<file path="src/rtl/fpwr_pkg.sv">
// Package: shared encodings for the flash power mode sequencer.
// Assumes a two-step wake path (sleep->standby, standby->active).
package fpwr_pkg;

    // Software-visible mode codes; 2'b10 is reserved and never reported.
    typedef enum logic [1:0] {
        MODE_SLEEP = 2'b00,
        MODE_STBY  = 2'b01,
        MODE_RSVD  = 2'b10,
        MODE_ACT   = 2'b11
    } pwr_mode_e;

    // Internal sequencer states.
    typedef enum logic [2:0] {
        ST_SLEEP    = 3'd0,
        ST_WAKE_SB  = 3'd1,
        ST_STBY     = 3'd2,
        ST_WAKE_ACT = 3'd3,
        ST_ACT      = 3'd4
    } pwr_state_e;

    // Register select codes.
    localparam logic [1:0] SEL_MODE     = 2'd0;
    localparam logic [1:0] SEL_WAIT_SB  = 2'd1;
    localparam logic [1:0] SEL_WAIT_ACT = 2'd2;

    // Number of wake steps, each with its own wait register.
    localparam int N_STAGE = 2;

endpackage

</file>
<file path="src/rtl/fpwr_cfg.sv">
// Module: fpwr_cfg
// Holds the per-step wake wait counts and parks mode writes that arrive
// while an access is in flight. Assumes acc_req is held until served.
module fpwr_cfg
    import fpwr_pkg::*;
#(
    parameter int CNT_W = 8
) (
    input  logic                           clk,
    input  logic                           rst_n,
    input  logic                           reg_we,
    input  logic [1:0]                     reg_sel,
    input  logic [CNT_W-1:0]               reg_wdata,
    input  logic                           acc_req,
    output logic [N_STAGE-1:0][CNT_W-1:0]  wait_cnt,
    output logic                           apply_vld,
    output pwr_mode_e                      apply_mode
);

    logic      mode_wr;
    logic      pend_q;
    pwr_mode_e pend_mode_q;
    pwr_mode_e wr_mode;

    assign wr_mode = pwr_mode_e'(reg_wdata[1:0]);
    assign mode_wr = reg_we && (reg_sel == SEL_MODE) && (wr_mode != MODE_RSVD);

    // One wait register per wake step, reset to all ones.
    for (genvar g = 0; g < N_STAGE; g++) begin : g_wait
        localparam logic [1:0] MY_SEL = 2'(int'(SEL_WAIT_SB) + g);
        logic [CNT_W-1:0] q;
        // Capture a new count when this step's register is selected.
        always_ff @(posedge clk) begin
            if (!rst_n)
                q <= '1;
            else if (reg_we && (reg_sel == MY_SEL))
                q <= reg_wdata;
        end
        assign wait_cnt[g] = q;
    end

    // Park a mode write made during an access; drop it once applied.
    always_ff @(posedge clk) begin
        if (!rst_n) begin
            pend_q      <= 1'b0;
            pend_mode_q <= MODE_ACT;
        end else if (mode_wr && acc_req) begin
            pend_q      <= 1'b1;
            pend_mode_q <= wr_mode;
        end else if (!acc_req) begin
            pend_q      <= 1'b0;
        end
    end

    // A fresh write wins over a parked one; nothing applies during an access.
    always_comb begin
        apply_vld  = !acc_req && (mode_wr || pend_q);
        apply_mode = mode_wr ? wr_mode : pend_mode_q;
    end

endmodule

</file>
<file path="src/rtl/fpwr_cnt.sv">
// Module: fpwr_cnt
// Loadable down-counter for wake wait steps; saturates at zero.
// Assumes the controller loads it on entry to each wait step.
module fpwr_cnt #(
    parameter int CNT_W = 8
) (
    input  logic             clk,
    input  logic             rst_n,
    input  logic             load,
    input  logic [CNT_W-1:0] load_val,
    output logic             zero
);

    logic [CNT_W-1:0] cnt_q;

    // Load on request, otherwise count down towards zero.
    always_ff @(posedge clk) begin
        if (!rst_n)
            cnt_q <= '0;
        else if (load)
            cnt_q <= load_val;
        else if (cnt_q != '0)
            cnt_q <= cnt_q - 1'b1;
    end

    assign zero = (cnt_q == '0);

endmodule

</file>
<file path="src/rtl/fpwr_ctrl.sv">
// Module: fpwr_ctrl
// Power state sequencer. Keeps a target mode (software request, or active
// when an access is pending) and walks the states toward it, spending
// count+1 cycles in each wake step. Assumes apply_vld only when !acc_req.
module fpwr_ctrl
    import fpwr_pkg::*;
#(
    parameter int CNT_W = 8
) (
    input  logic             clk,
    input  logic             rst_n,
    input  logic             acc_req,
    input  logic             apply_vld,
    input  pwr_mode_e        apply_mode,
    input  logic             cnt_zero,
    input  logic [CNT_W-1:0] wait_sb,
    input  logic [CNT_W-1:0] wait_act,
    output logic             cnt_load,
    output logic [CNT_W-1:0] cnt_val,
    output pwr_state_e       state
);

    pwr_mode_e  tgt_q, tgt_d;
    pwr_state_e st_q, st_d;

    // Target: software request first, then an access forces active.
    always_comb begin
        if (apply_vld)
            tgt_d = apply_mode;
        else if (acc_req)
            tgt_d = MODE_ACT;
        else
            tgt_d = tgt_q;
    end

    // Next state and counter load toward the target.
    always_comb begin
        st_d     = st_q;
        cnt_load = 1'b0;
        cnt_val  = wait_sb;
        case (st_q)
            ST_SLEEP: begin
                if (tgt_d != MODE_SLEEP) begin
                    st_d     = ST_WAKE_SB;
                    cnt_load = 1'b1;
                end
            end
            ST_WAKE_SB: begin
                if (tgt_d == MODE_SLEEP) begin
                    st_d = ST_SLEEP;
                end else if (cnt_zero) begin
                    if (tgt_d == MODE_ACT) begin
                        st_d     = ST_WAKE_ACT;
                        cnt_load = 1'b1;
                        cnt_val  = wait_act;
                    end else begin
                        st_d = ST_STBY;
                    end
                end
            end
            ST_STBY: begin
                if (tgt_d == MODE_SLEEP) begin
                    st_d = ST_SLEEP;
                end else if (tgt_d == MODE_ACT) begin
                    st_d     = ST_WAKE_ACT;
                    cnt_load = 1'b1;
                    cnt_val  = wait_act;
                end
            end
            ST_WAKE_ACT: begin
                if (tgt_d == MODE_SLEEP)
                    st_d = ST_SLEEP;
                else if (tgt_d == MODE_STBY)
                    st_d = ST_STBY;
                else if (cnt_zero)
                    st_d = ST_ACT;
            end
            ST_ACT: begin
                if (tgt_d == MODE_SLEEP)
                    st_d = ST_SLEEP;
                else if (tgt_d == MODE_STBY)
                    st_d = ST_STBY;
            end
            default: st_d = ST_ACT;
        endcase
    end

    // State and target registers; reset to active.
    always_ff @(posedge clk) begin
        if (!rst_n) begin
            st_q  <= ST_ACT;
            tgt_q <= MODE_ACT;
        end else begin
            st_q  <= st_d;
            tgt_q <= tgt_d;
        end
    end

    assign state = st_q;

endmodule

</file>
<file path="src/rtl/flash_pwr_seq.sv">
// Module: flash_pwr_seq (top)
// Flash/OTP power mode sequencer: software-selected low-power modes,
// automatic two-step wake on access, ready/stall toward the requester,
// and mode status. Assumes the requester holds acc_req until acc_ready.
module flash_pwr_seq
    import fpwr_pkg::*;
#(
    parameter int CNT_W = 8
) (
    input  logic             clk,
    input  logic             rst_n,
    input  logic             reg_we,
    input  logic [1:0]       reg_sel,
    input  logic [CNT_W-1:0] reg_wdata,
    input  logic             acc_req,
    output logic             acc_ready,
    output logic [1:0]       stat_mode,
    output logic             stat_waking
);

    logic [N_STAGE-1:0][CNT_W-1:0] wait_cnt;
    logic                          apply_vld;
    pwr_mode_e                     apply_mode;
    logic                          cnt_load;
    logic [CNT_W-1:0]              cnt_val;
    logic                          cnt_zero;
    pwr_state_e                    state;
    pwr_mode_e                     mode_view;

    fpwr_cfg #(.CNT_W(CNT_W)) i_cfg (
        .clk        (clk),
        .rst_n      (rst_n),
        .reg_we     (reg_we),
        .reg_sel    (reg_sel),
        .reg_wdata  (reg_wdata),
        .acc_req    (acc_req),
        .wait_cnt   (wait_cnt),
        .apply_vld  (apply_vld),
        .apply_mode (apply_mode)
    );

    fpwr_ctrl #(.CNT_W(CNT_W)) i_ctrl (
        .clk        (clk),
        .rst_n      (rst_n),
        .acc_req    (acc_req),
        .apply_vld  (apply_vld),
        .apply_mode (apply_mode),
        .cnt_zero   (cnt_zero),
        .wait_sb    (wait_cnt[0]),
        .wait_act   (wait_cnt[1]),
        .cnt_load   (cnt_load),
        .cnt_val    (cnt_val),
        .state      (state)
    );

    fpwr_cnt #(.CNT_W(CNT_W)) i_cnt (
        .clk      (clk),
        .rst_n    (rst_n),
        .load     (cnt_load),
        .load_val (cnt_val),
        .zero     (cnt_zero)
    );

    // Report the mode the array is in; a wake step shows its source mode.
    always_comb begin
        case (state)
            ST_SLEEP, ST_WAKE_SB:  mode_view = MODE_SLEEP;
            ST_STBY, ST_WAKE_ACT:  mode_view = MODE_STBY;
            default:               mode_view = MODE_ACT;
        endcase
    end

    assign stat_mode   = mode_view;
    assign stat_waking = (state == ST_WAKE_SB) || (state == ST_WAKE_ACT);
    assign acc_ready   = (state == ST_ACT);

endmodule

</file>
<file path="config.mk">
export PLATFORM = sky130hd
export DESIGN_NAME = flash_pwr_seq
export DESIGN_NICKNAME = d
export VERILOG_FILES = /design/src/rtl/fpwr_pkg.sv /design/src/rtl/fpwr_cfg.sv /design/src/rtl/fpwr_cnt.sv /design/src/rtl/fpwr_ctrl.sv /design/src/rtl/flash_pwr_seq.sv
export SDC_FILE = /design/constraint.sdc
export NUM_CORES = 1
export LEC_CHECK = 0
export BUFFER_PORTS_ARGS = -buffer_cell sky130_fd_sc_hd__buf_2
export CAP_MARGIN = 15
export CELL_PAD_IN_SITES_DETAIL_PLACEMENT = 0
export CELL_PAD_IN_SITES_GLOBAL_PLACEMENT = 1
export CORE_ASPECT_RATIO = 0.8
export CORE_MARGIN = 10
export CORE_UTILIZATION = 45
export CTS_CLUSTER_DIAMETER = 200
export DETAILED_ROUTE_END_ITERATION = 12
export PLACE_DENSITY_LB_ADDON = 0.12
export SETUP_SLACK_MARGIN = 0.1
export SKIP_CTS_REPAIR_TIMING = 1
export SLEW_MARGIN = 40
export SYNTH_ARGS = -nofsm -noshare
export SYNTH_HDL_FRONTEND = slang
export SYNTH_SLANG_ARGS = --single-unit
export TNS_END_PERCENT = 30
</file>
<file path="constraint.sdc">
create_clock -name clk -period 5.5 [get_ports clk]
set_input_delay 0.275 -clock clk [delete_from_list [all_inputs] [get_ports clk]]
set_output_delay 0.275 -clock clk [all_outputs]
set_load 0.05 [all_outputs]
</file>
==> metrics, run 1 <==
Synth Register Bits=32; CP Class=flop to flop; ant diodes=0; layout cells sized above 1=14.2%; post-route cell area=1980 um2; top post-synthesis cells by count=46 x nand2_1, 32 x dfxtp_1, 20 x nand3_1; worst r2r dst=i_cnt.cnt_q[5]; fin nets=249; Yosys cell types=50; delay-heaviest family, CP=simple AND/OR/NAND/NOR gates; Top FF cell, synth=dfxtp_1; Mapped Cells=222; P&R area growth vs syn=11.3%; Core Region=3800 um2; # H-tree levels=2; crit share post-route=48.7%; crit-path max FO=14; count leader, synth=nand2_1; outcome=finished clean; drc violations=0; CTS tree=yes; total power draw=905 uW; clk slew on worst S/H paths=70 ps; final worst slack=2820 ps; Post-synth EDFFs=0; die height=76.2 um; CTS Root Cell=clkbuf_8; largest net degree at the start of global routing=25; dpl hpwl=3.03 mm; die area=6880 um2; Hold Vio Cnt, Final=0; Yosys warnings=0; register area share after synthesis=36.0%; Synth area leader=dfxtp_1; time the worst path needs with I/O delays and setup=2680 ps; Synth top area share=36.0%; Reg-to-Reg Start=i_cnt.cnt_q[0]; hold path startpoint=reg_wdata[5]; I/O pin total=18; Clock Latency Late Sink=280 ps; total grt overflow=0; Routed wire per std cell=14.5 um; Avg Vias per Cell=5.61; static leakage=0.000870 uW; vias in the first global route=1531; Clock Sinks=32; Critical Path, Cell by Cell=inv_1 > ha_1 > nor3b_1 > nand2_2 > nand3_1 > a21boi_2 > nand2_1 > o311a_1; Worst R2R Setup Slack=2820 ps; CP max stage cell=nor3b_1; main area contributors after synthesis=dfxtp_1 36%, nand2_1 9.7%, nand3_1 5.6%, a21oi_1 4.2%, mux2i_1 3.9%; post-place setup slack=2870 ps; crit start category=flop; clock tree skew after final layout=6.56 ps; antenna violations before repair=0; first-pass detailed-route iteration total=4; synthesized net count=238; worst relative slew slack=51.5%; placed inst area=1870 um2; Final GP Congestion=0.794; endpoints failing setup=0; RSZ-0062 raised after global routing=no; HP Class=primary input to flop; R2R depth=8; mapped cell area=1780 um2; PD cells=457 nW/um2; Worst setup EP type=flop; die width=90.3 um; Max VDD drop=0.148 mV; Avg Inst Size Synth=8.01 um2; Critical Path AT=2850 ps; Fmax=0.374 GHz; pins over their slew limit=0; Critical Path RT=5670 ps; clock buffer depth=2; via count=1616; final setup TNS=0 ps; row cnt=20; number of routed nets with antenna violations=0; CTS Buf Count=5; fillers=393; Initial Util=46.7%; # port buffers=17; Total Wirelength=4.18 mm; worst hold slack=217 ps; GRT Resource Usage Total=12.4%; worst path bufs/invs=1; Max Cap Violations=0; initial DRC count=102; first-pass GRT wire length=7.22 mm; Worst Tran Pin Value=726 ps; Hold EP=i_cfg.g_wait[0].q[5]; ys async rst share=0%; Critical Path Max Stage Delay=490 ps; Hold Crit Depth=3
==> worst max path at each step <==
stage          cells after the start  slack [ps]              to       startpoint
2_1_floorplan                      6        2880  i_cnt.cnt_q[2]  i_ctrl.state[0]
3_3_place_gp                       8        2810  i_cnt.cnt_q[5]   i_cnt.cnt_q[0]
3_5_place_dp                       8        2870  i_cnt.cnt_q[5]   i_cnt.cnt_q[0]
4_1_cts                            8        2840  i_cnt.cnt_q[5]   i_cnt.cnt_q[0]
5_1_grt                            8        2500  i_cnt.cnt_q[5]   i_cnt.cnt_q[0]
6_report                           8        2820  i_cnt.cnt_q[5]   i_cnt.cnt_q[0]
==> routing by layer <==
metal | global-route usage (%) | part of all wire (%) | vias to the layer above | routed length (um)
met5 | 0 | 0 | - | 0
met4 | 6.35 | 2.6 | 0 | 110
met3 | 3.74 | 4.6 | 12 | 193
met2 | 17.2 | 41 | 34 | 1690
met1 | 16.8 | 52 | 754 | 2180
li1 | - | - | 816 | -
==> layout make-up <==
class,instances,area (um2),area share [%]
well taps,55,68.8,3.48
multi-input cells,171,1070,53.9
flip-flops and latches,32,641,32.4
inverters,6,22.5,1.14
clock buffers,7,96.3,4.87
repair buffers,17,85.1,4.30
==> flip-flops by register name, indices dropped and copies added (netlist names) <==
name / count
i_ctrl.tgt_q: 2
i_cfg.g_wait.q: 16
i_cnt.cnt_q: 8
i_cfg.pend_q: 1
i_ctrl.state: 3
i_cfg.pend_mode_q: 2
==> layout by cell type (no fill, tap or decap), types with 5 or more instances in the layout <==
master | synthesis | routed
dfxtp_1 | 32 | 32
buf_2 | 3 | 17
mux2i_1 | 7 | 7
nor3b_1 | 5 | 5
a311oi_1 | 5 | 5
a21oi_1 | 15 | 15
nand2_1 | 46 | 46
nand3_1 | 20 | 20
clkbuf_8 | 0 | 7
nor2_1 | 10 | 10
inv_1 | 5 | 5
==> worst register-to-register path, cell delays in order (launching register included) <==
cell and delay [ps]:
dfxtp_1 330, inv_1 110, ha_1 190, nor3b_1 490
nand2_2 230, nand3_1 180, a21boi_2 490, nand2_1 170
o311a_1 380
==> through the flow <==
stage                     std cells  util (%)
after floorplan                 222         -
after global placement          281      49.2
after detailed placement        281      49.2
after CTS                       288      51.7
after global routing            288      52.0
final                           288      52.0
==> logic make-up (layout without fill, tap and decap cells) <==
kind of cell             count (synthesis)  after routing  synth area share [%]
AO/OA/AOI/OAI                           47             47                  19.4
XOR/XNOR                                 5              5                  2.46
adder cells (fa/ha/maj)                  2              2                  1.41
buffers and inverters                   19             30                  4.64
flip-flops                              32             32                  36.0
multiplexers                             8              8                  4.57
AND/OR/NAND/NOR                        109            109                  31.5
==> power breakdown <==
part | internal, uW | switching [uW] | total [uW]
registers | 270 | 42.9 | 313
clock network | 111 | 84.5 | 196
logic | 153 | 243 | 396
Note: power is estimated with default switching activity, not from simulation.
==> inputs of run 2 (changes only) <==
--- a/config.mk
+++ b/config.mk
@@ -11,7 +11,7 @@
 export CELL_PAD_IN_SITES_GLOBAL_PLACEMENT = 1
 export CORE_ASPECT_RATIO = 0.8
 export CORE_MARGIN = 10
-export CORE_UTILIZATION = 45
+export CORE_UTILIZATION = 43
 export CTS_CLUSTER_DIAMETER = 200
 export DETAILED_ROUTE_END_ITERATION = 12
 export PLACE_DENSITY_LB_ADDON = 0.12
==> constraint.sdc (replaced) <==
create_clock -name clk -period 2.8 [get_ports clk]
set_input_delay 0.14 -clock clk [delete_from_list [all_inputs] [get_ports clk]]
set_output_delay 0.14 -clock clk [all_outputs]
set_load 0.05 [all_outputs]
==> metrics, run 2 (same netlist as run 1, synthesis figures left out) <==
RSZ-0062 raised after global routing=no; crit-path max FO=15; Routed wire per std cell=14.6 um; final setup TNS=0 ps; clock buffer depth=2; Fmax=0.414 GHz; total power draw=1890 uW; number of routed nets with antenna violations=0; final worst slack=387 ps; HP Class=primary input to flop; drc violations=0; crit start category=flop; Initial Util=45.5%; Hold Vio Cnt, Final=0; Largest register FFs=16; crit share post-route=86.2%; Worst setup EP type=flop; clock tree skew after final layout=4.90 ps; clk slew on worst S/H paths=70 ps; Core Region=3900 um2; pins over their slew limit=0; CTS Buf Count=5; Reg with most FFs=i_cfg.g_wait.q; fin nets=252; fin cells=292; commonest non-fill, non-tap cell in the layout=nand2_1; dpl hpwl=3.22 mm; first-pass GRT wire length=7.16 mm; P&R area growth vs syn=13.4%; most frequent cells in the layout=46 x nand2_1, 32 x dfxtp_1, 20 x nand3_1, 17 x buf_2, 15 x a21oi_1; outcome=finished clean; antenna violations before repair=0; largest net degree at the start of global routing=25; PD cells=937 nW/um2; die height=77.5 um; Avg Vias per Cell=5.62; initial DRC count=98; Max Cap Violations=0; Critical Path RT=2970 ps; vias in the first global route=1542; CTS tree=yes; Placed Cells=284; Critical Path AT=2580 ps; via count=1640; I/O pin total=18; die width=91.9 um; worst relative slew slack=56.7%; endpoints failing setup=0; post-place setup slack=392 ps; Clock Latency Late Sink=280 ps; ant diodes=0; Total Wirelength=4.26 mm; Final GP Congestion=0.828; placed inst area=1890 um2; CP Class=flop to flop; GRT Resource Usage Total=11.9%; # port buffers=17; post-route cell area=2020 um2; first-pass detailed-route iteration total=5; total grt overflow=0; layout cells sized above 1=15.6%; # H-tree levels=2; Clock Sinks=32; Max VDD drop=0.360 mV; static leakage=0.000889 uW; Worst Tran Pin Value=648 ps; time the worst path needs with I/O delays and setup=2410 ps; CTS Root Cell=clkbuf_8; die area=7120 um2; row cnt=20
run 2: cell count changes in the layout (fill, tap and decap cells not counted):
cell	change
bufinv_16	+1
buf_4	+3
clkbuf_8	-2
clkinv_2	+1
clkinvlp_4	+1
run 2: critical path, cell delays in order (launching register included):
cell and delay, ps:
dfxtp_1 380, nor3b_1 190, o311ai_2 590, a21o_1 190, a32o_1 410, nand2_1 170
o311a_1 370
run 2: area by class of cell:
type	count	area, um2
well taps	55	68.8
inverters	6	22.5
clock buffers	5	68.8
multi-input cells	171	1070
flip-flops and latches	32	641
fillers	391	1890
repair buffers	20	108
clock inverters	3	42.5
run 2: worst paths after layout:
| check | slack [ps] | from | cells after the start | end |
|---|---|---|---|---|
| worst max register to register | 390 | i_cfg.pend_q | 6 | i_cnt.cnt_q[5] |
| worst min register to register | 470 | i_cfg.g_wait[0].q[1] | 2 | i_cfg.g_wait[0].q[1] |
| worst max-delay path | 390 | i_cfg.pend_q | 6 | i_cnt.cnt_q[5] |
| worst min-delay path | 80 | reg_wdata[7] | 3 | i_cfg.g_wait[1].q[7] |
run 2: per-stage QoR:
step | utilization, % | hold slack, ps
after floorplan | - | 264
after global placement | 48.5 | 362
after detailed placement | 48.5 | 365
after CTS | 51.4 | 68.4
after global routing | 51.7 | 75.1
final | 51.7 | 76.6
run 2: power breakdown:
| part | total [uW] | switching [uW] | internal [uW] |
|---|---|---|---|
| logic | 838 | 503 | 336 |
| registers | 614 | 84.3 | 530 |
| clock network | 437 | 174 | 263 |
run 2: per-layer routing:
layer | share of wire, % | up-vias | track usage (%) | wire length, um
li1 | - | 827 | - | -
met1 | 50 | 771 | 15.9 | 2120
met2 | 45 | 37 | 17.6 | 1900
met3 | 5.2 | 5 | 3.75 | 222
met4 | 0.59 | 0 | 4.00 | 25
met5 | 0 | - | 0 | 0
==> inputs of run 3 (changes only) <==
--- a/config.mk
+++ b/config.mk
@@ -15,7 +15,7 @@
 export CTS_CLUSTER_DIAMETER = 200
 export DETAILED_ROUTE_END_ITERATION = 12
 export PLACE_DENSITY_LB_ADDON = 0.12
-export SETUP_SLACK_MARGIN = 0.1
+export SETUP_SLACK_MARGIN = 0.4
 export SKIP_CTS_REPAIR_TIMING = 1
 export SLEW_MARGIN = 40
 export SYNTH_ARGS = -nofsm -noshare
==> metrics, run 3 (same netlist as run 1, synthesis figures left out) <==
dpl hpwl=3.20 mm; vias in the first global route=1568; P&R area growth vs syn=15.9%; final setup TNS=0 ps; crit share post-route=79.5%; CTS tree=yes; die height=77.5 um; ant diodes=0; layout cells sized above 1=16.9%; fin cells=292; via count=1605; Critical Path AT=2400 ps; endpoints failing setup=0; Max VDD drop=0.414 mV; crit start category=flop; Worst Tran Pin Value=552 ps; Max Cap Violations=0; die area=7120 um2; Hold EP=i_cfg.g_wait[0].q[3]; RSZ-0062 raised after global routing=no; Fmax=0.449 GHz; largest net degree at the start of global routing=25; pins over their slew limit=0; fin nets=252; final worst slack=574 ps; first-pass GRT wire length=7.25 mm; GRT Resource Usage Total=12.3%; Reg-to-Reg Start=i_cfg.pend_q; clock buffer depth=2; number of routed nets with antenna violations=0; hold path startpoint=reg_wdata[3]; Initial Util=45.5%; row cnt=20; Routed wire per std cell=14.8 um; total grt overflow=0; Total Wirelength=4.33 mm; CTS Buf Count=5; PD cells=953 nW/um2; worst r2r dst=i_cnt.cnt_q[5]; Clock Sinks=32; Largest register FFs=16; CP Class=flop to flop; CTS Root Cell=clkbuf_8; worst relative slew slack=63.2%; Placed Cells=284; Hold Crit Depth=3; static leakage=0.000920 uW; die width=91.9 um; time the worst path needs with I/O delays and setup=2230 ps; outcome=finished clean; first-pass detailed-route iteration total=4; drc violations=0; # port buffers=17; Final GP Congestion=0.805; Hold Vio Cnt, Final=0; clock tree skew after final layout=5.48 ps; HP Class=primary input to flop; I/O pin total=18; commonest non-fill, non-tap cell in the layout=nand2_1; Reg with most FFs=i_cfg.g_wait.q; crit-path max FO=10; Worst setup EP type=flop; most frequent cells in the layout=46 x nand2_1, 32 x dfxtp_1, 20 x nand3_1, 17 x buf_2, 15 x a21oi_1; Clock Latency Late Sink=290 ps; Worst R2R Setup Slack=570 ps; antenna violations before repair=0; Critical Path RT=2970 ps; # H-tree levels=2; R2R depth=6; Avg Vias per Cell=5.50; clk slew on worst S/H paths=70 ps; Core Region=3900 um2; post-place setup slack=434 ps; initial DRC count=115
[run 3: worst max path at each step]
stage / startpoint / slack [ps] / to / cells after the start
CTS: i_cfg.pend_q / 380 / i_cnt.cnt_q[5] / 6
global placement: i_cfg.pend_q / 520 / i_cnt.cnt_q[5] / 6
finish: i_cfg.pend_q / 570 / i_cnt.cnt_q[5] / 6
global route: i_cfg.pend_q / 410 / i_cnt.cnt_q[5] / 6
floorplan: i_cnt.cnt_q[0] / 790 / i_cnt.cnt_q[2] / 9
detailed placement: i_cfg.pend_q / 430 / i_cnt.cnt_q[5] / 6
[run 3: metal layers]
layer	track usage [%]	routed length (um)	vias to the layer above
met5	0	0	-
met3	3.17	248	8
met2	18.5	1870	51
met1	15.9	2140	724
met4	6.00	69	0
li1	-	-	822
[run 3: layout make-up]
| class | instances | area, um2 |
|---|---|---|
| sequential | 32 | 641 |
| timing repair buffer | 20 | 108 |
| tap | 55 | 68.8 |
| clock inverter | 1 | 30.0 |
| inverter | 6 | 22.5 |
| fill | 381 | 1840 |
| clock buffer | 7 | 96.3 |
| multi-input combinational | 171 | 1090 |
[run 3: power breakdown]
part	internal [uW]	leakage [uW]	switching, uW
registers	530	0.000263	90.8
clock network	314	0.0000645	171
logic	353	0.000592	504
[run 3: critical path, stage by stage (launching register included)]
cell and delay (ps):
dfxtp_1 460, nor3b_1 450, o311ai_4 210, nand3_1 150, a21boi_4 310, nand2_1 140, o311a_1 380
[run 3: stage by stage]
step | total power, uW | area (um2) | hold slack [ps] | util (%)
floorplan | 1260 | 1780 | 264 | -
global placement | 1430 | 1900 | 362 | 48.7
detailed placement | 1450 | 1900 | 376 | 48.7
CTS | 1950 | 2030 | 76.5 | 51.9
global route | 2090 | 2060 | 83.9 | 52.8
finish | 1960 | 2060 | 79.5 | 52.8
